`config.mk`:
```
export PLATFORM = sky130hd
export DESIGN_NAME = secmem_guard
export DESIGN_NICKNAME = d
export VERILOG_FILES = /design/src/rtl/secmem_pkg.sv /design/src/rtl/secmem_seg_lookup.sv /design/src/rtl/secmem_cfg_regs.sv /design/src/rtl/secmem_rsp_fsm.sv /design/src/rtl/secmem_guard.sv
export SDC_FILE = /design/constraint.sdc
export NUM_CORES = 1
export LEC_CHECK = 0
export ABC_CLOCK_PERIOD_IN_PS = 1800
export BUFFER_PORTS_ARGS = -buffer_cell sky130_fd_sc_hd__buf_4
export CAP_MARGIN = 20
export CORE_AREA = 2 2 78 80
export CTS_CLUSTER_SIZE = 8
export DETAILED_ROUTE_END_ITERATION = 8
export DIE_AREA = 0 0 80 82
export GPL_TIMING_DRIVEN = 0
export HOLD_SLACK_MARGIN = 0.1
export PLACE_DENSITY_LB_ADDON = 0.2
export RECOVER_POWER = 100
export SETUP_SLACK_MARGIN = 0.4
export SKIP_LAST_GASP = 1
export SYNTH_ARGS = -nofsm -noshare
export SYNTH_HDL_FRONTEND = slang
export SYNTH_SLANG_ARGS = --single-unit
```
`constraint.sdc`:
```
create_clock -name clk -period 1.8 [get_ports clk]
set_input_delay 0.18 -clock clk [delete_from_list [all_inputs] [get_ports clk]]
set_output_delay 0.18 -clock clk [all_outputs]
set_load 0.02 [all_outputs]
```
`src/rtl/secmem_pkg.sv`:
```
package secmem_pkg;
    typedef enum logic [1:0] {
        RSP_IDLE  = 2'd0,
        RSP_READ  = 2'd1,
        RSP_WRITE = 2'd2,
        RSP_DENY  = 2'd3
    } rsp_state_t;

    typedef enum logic {
        CFG_OPEN   = 1'b0,
        CFG_LOCKED = 1'b1
    } cfg_state_t;

    localparam int PROT_NS_BIT = 1;
endpackage

```
`src/rtl/secmem_seg_lookup.sv`:
```
module secmem_seg_lookup #(
    parameter int ADDR_W    = 12,
    parameter int SEG_SHIFT = 8,
    localparam int SEG_IW   = ADDR_W - SEG_SHIFT,
    localparam int NSEG     = 1 << SEG_IW
) (
    input  logic [ADDR_W-1:0] addr,
    input  logic [NSEG-1:0]   nonsec_map,
    output logic              seg_nonsec
);
    logic [SEG_IW-1:0] seg_idx;

    always_comb begin
        seg_idx    = addr[ADDR_W-1:SEG_SHIFT];
        seg_nonsec = nonsec_map[seg_idx];
    end
endmodule

```
`src/rtl/secmem_cfg_regs.sv`:
```
module secmem_cfg_regs
    import secmem_pkg::*;
#(
    parameter int NSEG   = 16,
    parameter int DATA_W = 32,
    localparam int NWORD  = (NSEG + DATA_W - 1) / DATA_W,
    localparam int CFG_IW = $clog2(NWORD + 1)
) (
    input  logic              clk,
    input  logic              rst_n,
    input  logic              cfg_wr,
    input  logic [CFG_IW-1:0] cfg_idx,
    input  logic [2:0]        cfg_prot,
    input  logic [DATA_W-1:0] cfg_wdata,
    output logic              cfg_ack,
    output logic              cfg_err,
    output logic [NSEG-1:0]   nonsec_map,
    output logic              locked
);
    cfg_state_t state_q, state_d;
    logic       idx_ok;
    logic       wr_ok;
    logic       lock_hit;

    always_comb begin
        idx_ok   = int'(cfg_idx) <= NWORD;
        wr_ok    = cfg_wr && !cfg_prot[PROT_NS_BIT] && idx_ok && (state_q == CFG_OPEN);
        lock_hit = wr_ok && (int'(cfg_idx) == NWORD) && cfg_wdata[0];
    end

    always_comb begin
        state_d = state_q;
        unique case (state_q)
            CFG_OPEN:   if (lock_hit) state_d = CFG_LOCKED;
            CFG_LOCKED: state_d = CFG_LOCKED;
            default:    state_d = CFG_OPEN;
        endcase
    end

    always_ff @(posedge clk or negedge rst_n) begin
        if (!rst_n) state_q <= CFG_OPEN;
        else        state_q <= state_d;
    end

    always_ff @(posedge clk or negedge rst_n) begin
        if (!rst_n) begin
            cfg_ack <= 1'b0;
            cfg_err <= 1'b0;
        end else begin
            cfg_ack <= cfg_wr;
            cfg_err <= cfg_wr && !wr_ok;
        end
    end

    for (genvar g = 0; g < NSEG; g++) begin : g_seg
        localparam int WIDX = g / DATA_W;
        localparam int BIDX = g % DATA_W;
        always_ff @(posedge clk or negedge rst_n) begin
            if (!rst_n)
                nonsec_map[g] <= 1'b0;
            else if (wr_ok && int'(cfg_idx) == WIDX)
                nonsec_map[g] <= cfg_wdata[BIDX];
        end
    end

    assign locked = (state_q == CFG_LOCKED);
endmodule

```
`src/rtl/secmem_rsp_fsm.sv`:
```
module secmem_rsp_fsm
    import secmem_pkg::*;
#(
    parameter int DATA_W = 32
) (
    input  logic              clk,
    input  logic              rst_n,
    input  logic              req_valid,
    input  logic              req_write,
    input  logic              allowed,
    input  logic [DATA_W-1:0] mem_rdata,
    output logic              rsp_valid,
    output logic              rsp_err,
    output logic [DATA_W-1:0] rsp_rdata
);
    rsp_state_t state_q, state_d;

    always_comb begin
        state_d = RSP_IDLE;
        if (req_valid) begin
            if (!allowed)       state_d = RSP_DENY;
            else if (req_write) state_d = RSP_WRITE;
            else                state_d = RSP_READ;
        end
    end

    always_ff @(posedge clk or negedge rst_n) begin
        if (!rst_n) state_q <= RSP_IDLE;
        else        state_q <= state_d;
    end

    always_comb begin
        rsp_valid = 1'b0;
        rsp_err   = 1'b0;
        rsp_rdata = '0;
        unique case (state_q)
            RSP_IDLE:  ;
            RSP_READ:  begin rsp_valid = 1'b1; rsp_rdata = mem_rdata; end
            RSP_WRITE: rsp_valid = 1'b1;
            RSP_DENY:  begin rsp_valid = 1'b1; rsp_err = 1'b1; end
            default:   ;
        endcase
    end
endmodule

```
`src/rtl/secmem_guard.sv`:
```
module secmem_guard
    import secmem_pkg::*;
#(
    parameter int ADDR_W    = 12,
    parameter int DATA_W    = 32,
    parameter int SEG_SHIFT = 8,
    localparam int NSEG     = 1 << (ADDR_W - SEG_SHIFT),
    localparam int NWORD    = (NSEG + DATA_W - 1) / DATA_W,
    localparam int CFG_IW   = $clog2(NWORD + 1)
) (
    input  logic              clk,
    input  logic              rst_n,
    input  logic              req_valid,
    input  logic              req_write,
    input  logic [ADDR_W-1:0] req_addr,
    input  logic [2:0]        req_prot,
    input  logic [DATA_W-1:0] req_wdata,
    output logic              rsp_valid,
    output logic              rsp_err,
    output logic [DATA_W-1:0] rsp_rdata,
    output logic              mem_req,
    output logic              mem_write,
    output logic [ADDR_W-1:0] mem_addr,
    output logic [DATA_W-1:0] mem_wdata,
    input  logic [DATA_W-1:0] mem_rdata,
    input  logic              cfg_wr,
    input  logic [CFG_IW-1:0] cfg_idx,
    input  logic [2:0]        cfg_prot,
    input  logic [DATA_W-1:0] cfg_wdata,
    output logic              cfg_ack,
    output logic              cfg_err
);
    logic [NSEG-1:0] nonsec_map;
    logic            locked;
    logic            seg_nonsec;
    logic            allowed;

    secmem_cfg_regs #(.NSEG(NSEG), .DATA_W(DATA_W)) u_cfg (
        .clk(clk), .rst_n(rst_n),
        .cfg_wr(cfg_wr), .cfg_idx(cfg_idx), .cfg_prot(cfg_prot), .cfg_wdata(cfg_wdata),
        .cfg_ack(cfg_ack), .cfg_err(cfg_err),
        .nonsec_map(nonsec_map), .locked(locked)
    );

    secmem_seg_lookup #(.ADDR_W(ADDR_W), .SEG_SHIFT(SEG_SHIFT)) u_lookup (
        .addr(req_addr), .nonsec_map(nonsec_map), .seg_nonsec(seg_nonsec)
    );

    always_comb begin
        allowed   = !req_prot[PROT_NS_BIT] || seg_nonsec;
        mem_req   = req_valid && allowed;
        mem_write = req_write;
        mem_addr  = req_addr;
        mem_wdata = req_wdata;
    end

    secmem_rsp_fsm #(.DATA_W(DATA_W)) u_rsp (
        .clk(clk), .rst_n(rst_n),
        .req_valid(req_valid), .req_write(req_write), .allowed(allowed),
        .mem_rdata(mem_rdata),
        .rsp_valid(rsp_valid), .rsp_err(rsp_err), .rsp_rdata(rsp_rdata)
    );
endmodule

```
==> results of run 1 <==
## state kept, by name, indices dropped and copies added (netlist names)
signal            count
u_cfg.cfg_ack         1
u_cfg.cfg_err         1
u_cfg.locked          1
u_cfg.nonsec_map     16
u_rsp.state_q         2
## what timing repair did
action / CTS / global route
hold buffers: 3 / 0
endpoints found under the hold margin: 23 / 0
resized for setup: 82 / 15
setup buffers: 9 / 0
endpoints found under the setup margin: 51 / 52
pin swaps: 35 / 5
gates cloned: 4 / 0
## layout by cell type, fill, tap and decap left out
master and n:
a21boi_1 1, a21boi_2 1, a22oi_2 1, a41o_1 1, and2_0 3, and2_1 6
and2_4 26, and2b_4 1, buf_2 1, buf_4 111, buf_6 27, buf_8 4
clkbuf_1 59, clkbuf_2 1, clkbuf_4 1, clkbuf_8 3, dfrtp_1 21, dlygate4sd3_1 3
inv_1 2, mux2_1 6, mux2_2 2, mux2_4 10, mux4_2 3, nand2_1 1
nor2b_1 1, nor3b_1 1, nor4b_1 1, o21a_1 1, o22ai_1 1, o311ai_2 1
or2_2 1
## worst min path at each step
stage	to	slack (ps)	depth (start not counted)	start
floorplan	u_cfg.cfg_ack	-120	0	rst_n
CTS	u_cfg.nonsec_map[13]	140	2	cfg_wdata[13]
finish	u_cfg.nonsec_map[13]	140	2	cfg_wdata[13]
detailed placement	u_cfg.nonsec_map[6]	80	1	rst_n
global route	u_cfg.nonsec_map[13]	130	2	cfg_wdata[13]
global placement	u_cfg.nonsec_map[6]	80	1	rst_n
## per-layer routing
layer / vias up / share of wire (%) / track usage (%)
li1: 739 / - / -
met1: 749 / 38 / 19.54
met2: 81 / 51 / 29.17
met3: 0 / 11 / 5.385
met4: 0 / 0 / 1.525
met5: - / 0 / 0
## metrics by stage
step	hold WS [ps]	instances	area (um2)	setup slack, ps
floorplan	-115.6	141	1544	301.2
global placement	78.16	357	2696	96.81
detailed placement	84.33	357	2696	76.71
CTS	138.1	377	3139	-167.7
global route	132.4	377	2840	-222.1
finish	140.1	377	2840	-153.6
## kinds of logic after synthesis
group,Yosys count,share of synthesized area (%)
simple gates,41,18.30
flops,21,34.77
mux,21,18.38
compound gates,7,4.471
buf+inv,51,24.09
## where the power goes
part / switching [mW] / total (mW) / leakage [nW] / internal, mW
sequential: 0.0719 / 0.684 / 0.250 / 0.612
combinational: 0.342 / 0.862 / 1.13 / 0.520
clock: 0.146 / 0.304 / 0.0228 / 0.157
total: 0.561 / 1.85 / 1.40 / 1.29
## layout make-up
class / instances / area share [%]
buffer: 49 / 13.35
multi-input combinational: 69 / 24.85
timing repair buffer: 157 / 38.15
sequential: 21 / 18.50
tap: 75 / 3.304
clock buffer: 4 / 1.586
inverter: 2 / 0.2643
==> summary.md, run 1 <==
| Metric | Value |
|---|---|
| Area of the multi-input gates | 705.7 um2 |
| Path depth of the worst reg2reg path | 4 |
| First-pass GRT wire length | 8135 um |
| Slew margin rel. | 19.35% |
| Syn nets | 261 |
| Final worst setup slack | -153.6 ps |
| Die area | 6560 um2 |
| Post-DRT Antenna Nets | 0 |
| P&R area growth vs syn | 87.91% |
| Area contributors post-synth | dfrtp_1 (35%), buf_4 (23%), and2_1 (14%) |
| # rows | 28 |
| CP arrival | 1770 ps |
| Synth top cells by count | buf_4 (46), and2_1 (35), dfrtp_1 (21), mux2_1 (16), clkbuf_1 (3) |
| Largest area contributor in the netlist | dfrtp_1 |
| Critical path class | register to output pin |
| DRC viols | 0 |
| Violated checks | setup timing |
| Clock tree buffer depth | 2 |
| Root buf cell | clkbuf_8 |
| Synth top area share | 34.77% |
| CP bufs+invs | 1 |
| Filler instances | 600 |
| Levels on crit path | 5 |
| Reg2Reg Setup Slack | 140 ps |
| Worst path slowest cell | mux4_2 |
| Max rail drop VDD | 0.0004078 V |
| Post-synth EDFFs | 0 |
| Synth Warn # | 0 |
| Cell count after synthesis | 141 |
| Antenna diode count | 0 |
| CP max stage delay | 480 ps |
| Layout Skew | 4.408 ps |
| Cell family with most CP delay | multiplexers |
| Synth Register Bits | 21 |
| Most frequent cell after synthesis | buf_4 |
| Power density over the cells | 651.2 nW/um2 |
| Via/cell ratio | 4.162 |
| Unrepaired setup endpoints after global routing | true |
| Max frequency | 511.9 MHz |
| RR Endpoint | u_cfg.nonsec_map[2] |
| Setup crit start kind | register |
| Post-Syn Area per Cell | 10.72 um2 |
| Fin. max-slew vios | 0 |
| Tcrit/Tclk final | 108.5% |
| Setup TNS | -153.6 ps |
| Netlist cell types | 21 |
| Max-Cap Viols | 0 |
| Post-synthesis cell area | 1511 um2 |
| Layout cells sized above 1 | 64.24% |
| Util after Layout | 49.43% |
| GR Overflow Total | 0 |
| Routed wire per std cell | 15.90 um |
| # setup viols final | 1 |
| Drt first pass iters | 4 |
| Die width | 80 um |
| H-tree depth | 1 |
| Initial drt markers | 12 |
| Gpl congestion | 0.8386 |
| LEAKAGE | 1.401 nW |
| Worst setup EP type | output pin |
| CTS Sinks | 21 |
| CTS tree | done |
| Slew @ Worst Pin | 1210 ps |
| Hold Crit Class | input pin to register |
| Die H | 82 um |
| Worst r2r src | u_cfg.locked |
| Port Buffers | 141 |
| Asr flop ratio synth | 100.0% |
| Final worst path period need | 1954 ps |
| Total CTS buffers | 3 |
| Initial antenna violation count | 0 |
| Total Routing Usage GR | 16.22% |
| Reg area | 525.5 um2 |
| Ys flop type | dfrtp_1 |
| Crit path cell chain | mux4_2 -> a22oi_2 -> o311ai_2 -> and2_4 -> buf_6 |
| Worst-Skew Late Latency | 250 ps |
| CP required | 1620 ps |
| Initial Util | 26.31% |
| Via count of the first global-routing pass | 1532 |
| Hpwl dp | 4731 um |
| Largest net degree at the start of global routing | 22 |
| Worst Setup EP | mem_req |
| Num ports | 202 |
| Via count | 1569 |
| Register area share after synthesis | 34.77% |
| Status | finished, violations left |
| Post-Route WL | 5995 um |
| Core Area | 5746 um2 |
| NumNets Final | 423 |
| Maximum fanout along the worst path | 2 |
| Clock-pin slew on the worst setup and hold paths | 70 ps |
| Crit path from | u_cfg.nonsec_map[13] |
| Final Hold Fails | 0 |
| Power Total | 1.850 mW |
No activity file was read; power rests on OpenSTA's default activity.
==> run 2: changes to the inputs <==
--- a/config.mk
+++ b/config.mk
@@ -9,6 +9,7 @@
 export BUFFER_PORTS_ARGS = -buffer_cell sky130_fd_sc_hd__buf_4
 export CAP_MARGIN = 20
 export CORE_AREA = 2 2 78 80
+export CTS_BUF_LIST = sky130_fd_sc_hd__clkbuf_16
 export CTS_CLUSTER_SIZE = 8
 export DETAILED_ROUTE_END_ITERATION = 8
 export DIE_AREA = 0 0 80 82
==> summary.md, run 2 (synthesized netlist as in run 1, its figures left out) <==
| Metric | Value |
|---|---|
| Max reg flops | 16 |
| Die H | 82 um |
| Fin. max-slew vios | 0 |
| Seq pwr share | 34.0% |
| Pint | 1.439 mW |
| Initial antenna violation count | 0 |
| Tcrit/Tclk final | 107.6% |
| CTS Sinks | 21 |
| Clock share of power | 22.5% |
| LEAKAGE | 1.453 nW |
| Commonest non-fill, non-tap cell in the layout | buf_4 |
| Routed wire per std cell | 16.03 um |
| Slew margin rel. | 21.65% |
| Initial Util | 26.31% |
| Sw power | 0.5920 mW |
| Max-Cap Viols | 0 |
| Sw Share | 29.15% |
| Total CTS buffers | 3 |
| Num ports | 202 |
| Clock tree buffer depth | 2 |
| P&R area growth vs syn | 91.64% |
| DRC viols | 0 |
| Maximum fanout along the worst path | 2 |
| Slew @ Worst Pin | 1175 ps |
| Antenna diode count | 0 |
| Max rail drop VDD | 0.0004571 V |
| Via/cell ratio | 4.158 |
| CP max stage delay | 480 ps |
| CTS tree | done |
| CP bufs+invs | 1 |
| Layout Skew | 1.768 ps |
| Post-DP Area | 2696 um2 |
| Largest net degree at the start of global routing | 22 |
| Root buf cell | clkbuf_16 |
| Worst-Skew Late Latency | 250 ps |
| Top reg by flops | u_cfg.nonsec_map |
| CP arrival | 1760 ps |
| Path depth of the worst reg2reg path | 4 |
| Initial drt markers | 9 |
| Worst path slowest cell | mux4_2 |
| Port Buffers | 141 |
| Status | finished, violations left |
| Worst setup EP type | output pin |
| Die area | 6560 um2 |
| Non-Filler Instances | 379 |
| Power Total | 2.031 mW |
| Hpwl dp | 4731 um |
| CP required | 1620 ps |
| Levels on crit path | 5 |
| Setup TNS | -136.2 ps |
| Via count of the first global-routing pass | 1538 |
| Drt first pass iters | 3 |
| Max frequency | 516.5 MHz |
| Final Hold Fails | 0 |
| Post-Route WL | 6075 um |
| Hold path cells | 2 |
| # rows | 28 |
| Crit path cell chain | mux4_2 -> a22oi_2 -> o311ai_4 -> and2_4 -> buf_6 |
| Placed Cells | 357 |
| Largest regs | u_cfg.nonsec_map (16), u_rsp.state_q (2) |
| Setup crit start kind | register |
| Total Routing Usage GR | 16.57% |
| Most frequent cells in the layout | buf_4 (113), clkbuf_1 (59), and2_4 (27), buf_6 (26), dfrtp_1 (21) |
| GR Overflow Total | 0 |
| Final worst setup slack | -136.2 ps |
| Die width | 80 um |
| First-pass GRT wire length | 8259 um |
| Final Instance Area | 2897 um2 |
| Post-DRT Antenna Nets | 0 |
| Violated checks | setup timing |
| # setup viols final | 1 |
| Critical path class | register to output pin |
| Gpl congestion | 0.8386 |
| NumNets Final | 425 |
| Core Area | 5746 um2 |
| Power density over the cells | 701.2 nW/um2 |
| Hold Crit Class | input pin to register |
| H-tree depth | 1 |
| Util after Layout | 50.41% |
| Final worst path period need | 1936 ps |
| Cell family with most CP delay | multiplexers |
| Unrepaired setup endpoints after global routing | true |
| Clock-pin slew on the worst setup and hold paths | 60 ps |
| Layout cells sized above 1 | 64.80% |
| Comb power frac | 43.5% |
| Via count | 1576 |
run 2: cell types whose count changed in the layout (fill, tap and decap cells not counted), sizes merged:
cell,change
dlygate4sd3,-1
dlymetal6s2s,+2
buf,-2
clkbuf,+2
inv,+1
run 2: power by group through the flow:
stage	clock network [mW]	logic (mW)	registers, mW
floorplan	0	0.495	0.669
global placement	0	0.801	0.689
detailed placement	0	0.810	0.693
CTS	0.471	0.948	0.693
global route	0.489	0.937	0.703
finish	0.458	0.883	0.691
run 2: final timing paths:
check                                        to            startpoint  slack [ps]
min                            u_rsp.state_q[0]             req_write         100
max reg2reg                 u_cfg.nonsec_map[2]          u_cfg.locked         110
max                                     mem_req  u_cfg.nonsec_map[13]        -140
max in group asynchronous   u_cfg.nonsec_map[8]                 rst_n         410
min reg2reg                u_cfg.nonsec_map[13]  u_cfg.nonsec_map[13]         490
min in group asynchronous   u_cfg.nonsec_map[6]                 rst_n         690
run 2: area by class of cell:
| class | count | area [um2] |
|---|---|---|
| Multi-Input combinational cell | 69 | 728.2 |
| Clock inverter | 1 | 3.754 |
| Timing Repair Buffer | 159 | 1089 |
| Clock buffer | 3 | 75.07 |
| Sequential cell | 21 | 525.5 |
| Tap cell | 75 | 93.84 |
| Buffer | 49 | 374.1 |
| Inverter | 2 | 7.507 |
| Fill cell | 598 | 2849 |
run 2: per-layer routing:
layer | part of all wire, % | track usage, % | vias to the layer above
met2 | 51 | 29.92 | 82
li1 | - | - | 742
met5 | 0 | 0 | -
met4 | 0.40 | 2.034 | 0
met3 | 11 | 5.385 | 5
met1 | 37 | 19.76 | 747
run 2: stage by stage:
stage	hold WS, ps	worst slack, ps
6_report	100.7	-136.2
3_5_place_dp	84.33	76.71
2_1_floorplan	-115.6	301.2
4_1_cts	109.1	-156.5
3_3_place_gp	78.16	96.81
5_1_grt	109.6	-187.1
run 2: what timing repair did:
action | CTS | global route
resized for setup | 82 | 18
cloned | 4 | 0
hold endpoints to repair | 22 | 0
hold buffers | 2 | 0
pin swaps | 35 | 8
endpoints found under the setup margin | 51 | 52
setup buffers | 9 | 3
==> run 3: changes to the inputs <==
--- a/config.mk
+++ b/config.mk
@@ -8,11 +8,13 @@
 export ABC_CLOCK_PERIOD_IN_PS = 1800
 export BUFFER_PORTS_ARGS = -buffer_cell sky130_fd_sc_hd__buf_4
 export CAP_MARGIN = 20
-export CORE_AREA = 2 2 78 80
+export CELL_PAD_IN_SITES_DETAIL_PLACEMENT = 1
+export CELL_PAD_IN_SITES_GLOBAL_PLACEMENT = 2
+export CORE_MARGIN = 2
+export CORE_UTILIZATION = 14
 export CTS_BUF_LIST = sky130_fd_sc_hd__clkbuf_16
 export CTS_CLUSTER_SIZE = 8
 export DETAILED_ROUTE_END_ITERATION = 8
-export DIE_AREA = 0 0 80 82
 export GPL_TIMING_DRIVEN = 0
 export HOLD_SLACK_MARGIN = 0.1
 export PLACE_DENSITY_LB_ADDON = 0.2
==> summary.md, run 3 (synthesized netlist as in run 1, its figures left out) <==
| Metric | Value |
|---|---|
| Status | finished, violations left |
| Violated checks | setup timing |
| Top reg by flops | u_cfg.nonsec_map |
| Slew margin rel. | 21.49% |
| P&R area growth vs syn | 93.38% |
| Hold path cells | 2 |
| Largest regs | u_cfg.nonsec_map (16), u_rsp.state_q (2) |
| H-tree depth | 1 |
| Drt first pass iters | 2 |
| Hpwl dp | 5434 um |
| GR Overflow Total | 0 |
| Crit path cell chain | mux4_2 -> a22oi_2 -> o311ai_4 -> and2_4 -> buf_6 |
| Worst-Skew Late Latency | 250 ps |
| Max-Cap Viols | 0 |
| Critical path class | register to output pin |
| Antenna diode count | 0 |
| Final worst setup slack | -150.4 ps |
| Reg area | 525.5 um2 |
| CP max stage delay | 480 ps |
| Initial antenna violation count | 0 |
| Post-Route WL | 6491 um |
| Tcrit/Tclk final | 108.4% |
| Num ports | 202 |
| Area of the multi-input gates | 706.9 um2 |
| Pre-CTS setup slack | 57.60 ps |
| Via count of the first global-routing pass | 1733 |
| CP required | 1620 ps |
| Initial Util | 14.51% |
| Worst r2r src | u_cfg.locked |
| Unrepaired setup endpoints after global routing | true |
| Routed wire per std cell | 14.96 um |
| Post-DRT Antenna Nets | 0 |
| Max rail drop VDD | 0.0002727 V |
| Filler instances | 1244 |
| Clock-pin slew on the worst setup and hold paths | 60 ps |
| Die width | 107.9 um |
| Power density over the cells | 677.5 nW/um2 |
| Commonest non-fill, non-tap cell in the layout | buf_4 |
| Largest net degree at the start of global routing | 22 |
| # rows | 37 |
| Power Total | 1.980 mW |
| Initial drt markers | 31 |
| Fin. max-slew vios | 0 |
| Gpl congestion | 0.6777 |
| Total Routing Usage GR | 10.54% |
| Port Buffers | 141 |
| Path depth of the worst reg2reg path | 4 |
| Final Hold Fails | 0 |
| Reg2Reg Setup Slack | 180 ps |
| CTS tree | done |
| Maximum fanout along the worst path | 3 |
| Worst Hold Launch | req_write |
| First-pass GRT wire length | 9453 um |
| Die area | 11640 um2 |
| Layout cells sized above 1 | 64.77% |
| LEAKAGE | 1.437 nW |
| Root buf cell | clkbuf_16 |
| Max reg flops | 16 |
| RR Endpoint | u_cfg.nonsec_map[5] |
| Cell family with most CP delay | multiplexers |
| CP arrival | 1770 ps |
| Worst setup EP type | output pin |
| Core Area | 10420 um2 |
| # setup viols final | 1 |
| Setup crit start kind | register |
| NumNets Final | 419 |
| Most frequent cells in the layout | buf_4 (113), clkbuf_1 (52), and2_4 (30), buf_6 (23), dfrtp_1 (21) |
| Hold Crit Class | input pin to register |
| Die H | 107.9 um |
| Slew @ Worst Pin | 1178 ps |
| Final worst path period need | 1950 ps |
| End of the worst hold path | u_rsp.state_q[0] |
| Via/cell ratio | 3.661 |
| Via count | 1589 |
| DRC viols | 0 |
| CP bufs+invs | 1 |
| Worst path slowest cell | mux4_2 |
| Layout Skew | 2.207 ps |
| Total CTS buffers | 3 |
| Clock tree buffer depth | 2 |
| CTS Sinks | 21 |
| Max frequency | 512.7 MHz |
==> run 3: cell types whose count changed in the layout (fill, tap and decap cells not counted), moves of 3 or more <==
cell      previous run  this run
and2_1               5         2
and2_4              27        30
buf_6               26        23
clkbuf_1            59        52
mux2_1               6        10
mux2_4              10         6
==> run 3: how the worst max path moves through the flow <==
| stage | startpoint | endpoint | slack (ps) | cells after the start |
|---|---|---|---|---|
| after floorplan | u_cfg.nonsec_map[13] | mem_req | 300 | 4 |
| after global placement | u_cfg.nonsec_map[13] | mem_req | 60 | 5 |
| after detailed placement | u_cfg.nonsec_map[9] | mem_req | 60 | 5 |
| after CTS | u_cfg.nonsec_map[9] | mem_req | -200 | 5 |
| after global routing | u_cfg.nonsec_map[13] | mem_req | -240 | 5 |
| final | u_cfg.nonsec_map[13] | mem_req | -150 | 5 |
==> run 3: area by class of cell <==
| cell class | instances | share of cell area [%] |
|---|---|---|
| clock buffer | 3 | 2.568 |
| tap | 136 | 5.822 |
| inverter | 2 | 0.2568 |
| timing repair buffer | 153 | 36.22 |
| clock inverter | 1 | 0.1284 |
| sequential | 21 | 17.98 |
| buffer | 49 | 12.84 |
| multi-input combinational | 69 | 24.19 |
==> run 3: per-stage QoR <==
step	hold slack (ps)	std cells	instance area (um2)	setup TNS [ps]	util (%)
finish	116.7	434	2923	-150.4	28.06
global route	118.8	434	2923	-758.1	28.06
CTS	108.6	434	3231	-199.8	31.01
detailed placement	89.36	418	2773	0	26.62
global placement	86.89	418	2773	0	26.62
floorplan	-115.6	141	1544	0	-
==> run 3: report_power, final <==
group | total [mW] | switching (mW) | internal (mW) | leakage (nW)
logic | 0.835 | 0.342 | 0.493 | 1.14
clock network | 0.458 | 0.163 | 0.296 | 0.0423
registers | 0.687 | 0.0740 | 0.613 | 0.250
==> run 3: repair_timing <==
action | in CTS | in global routing
cloned | 4 | 0
hold endpoints to repair | 22 | 0
pin swaps | 33 | 8
endpoints found under the setup margin | 51 | 51
buffers inserted | 6 | 0
gates resized for setup | 81 | 11
hold buffers | 2 | 0
==> run 3: metal layers <==
layer | vias to the layer above | part of all wire [%] | global-route usage, %
li1 | 733 | - | -
met1 | 740 | 34 | 11.10
met2 | 110 | 53 | 20.35
met3 | 6 | 12 | 3.208
met4 | 0 | 1.0 | 2.381
met5 | - | 0 | 0
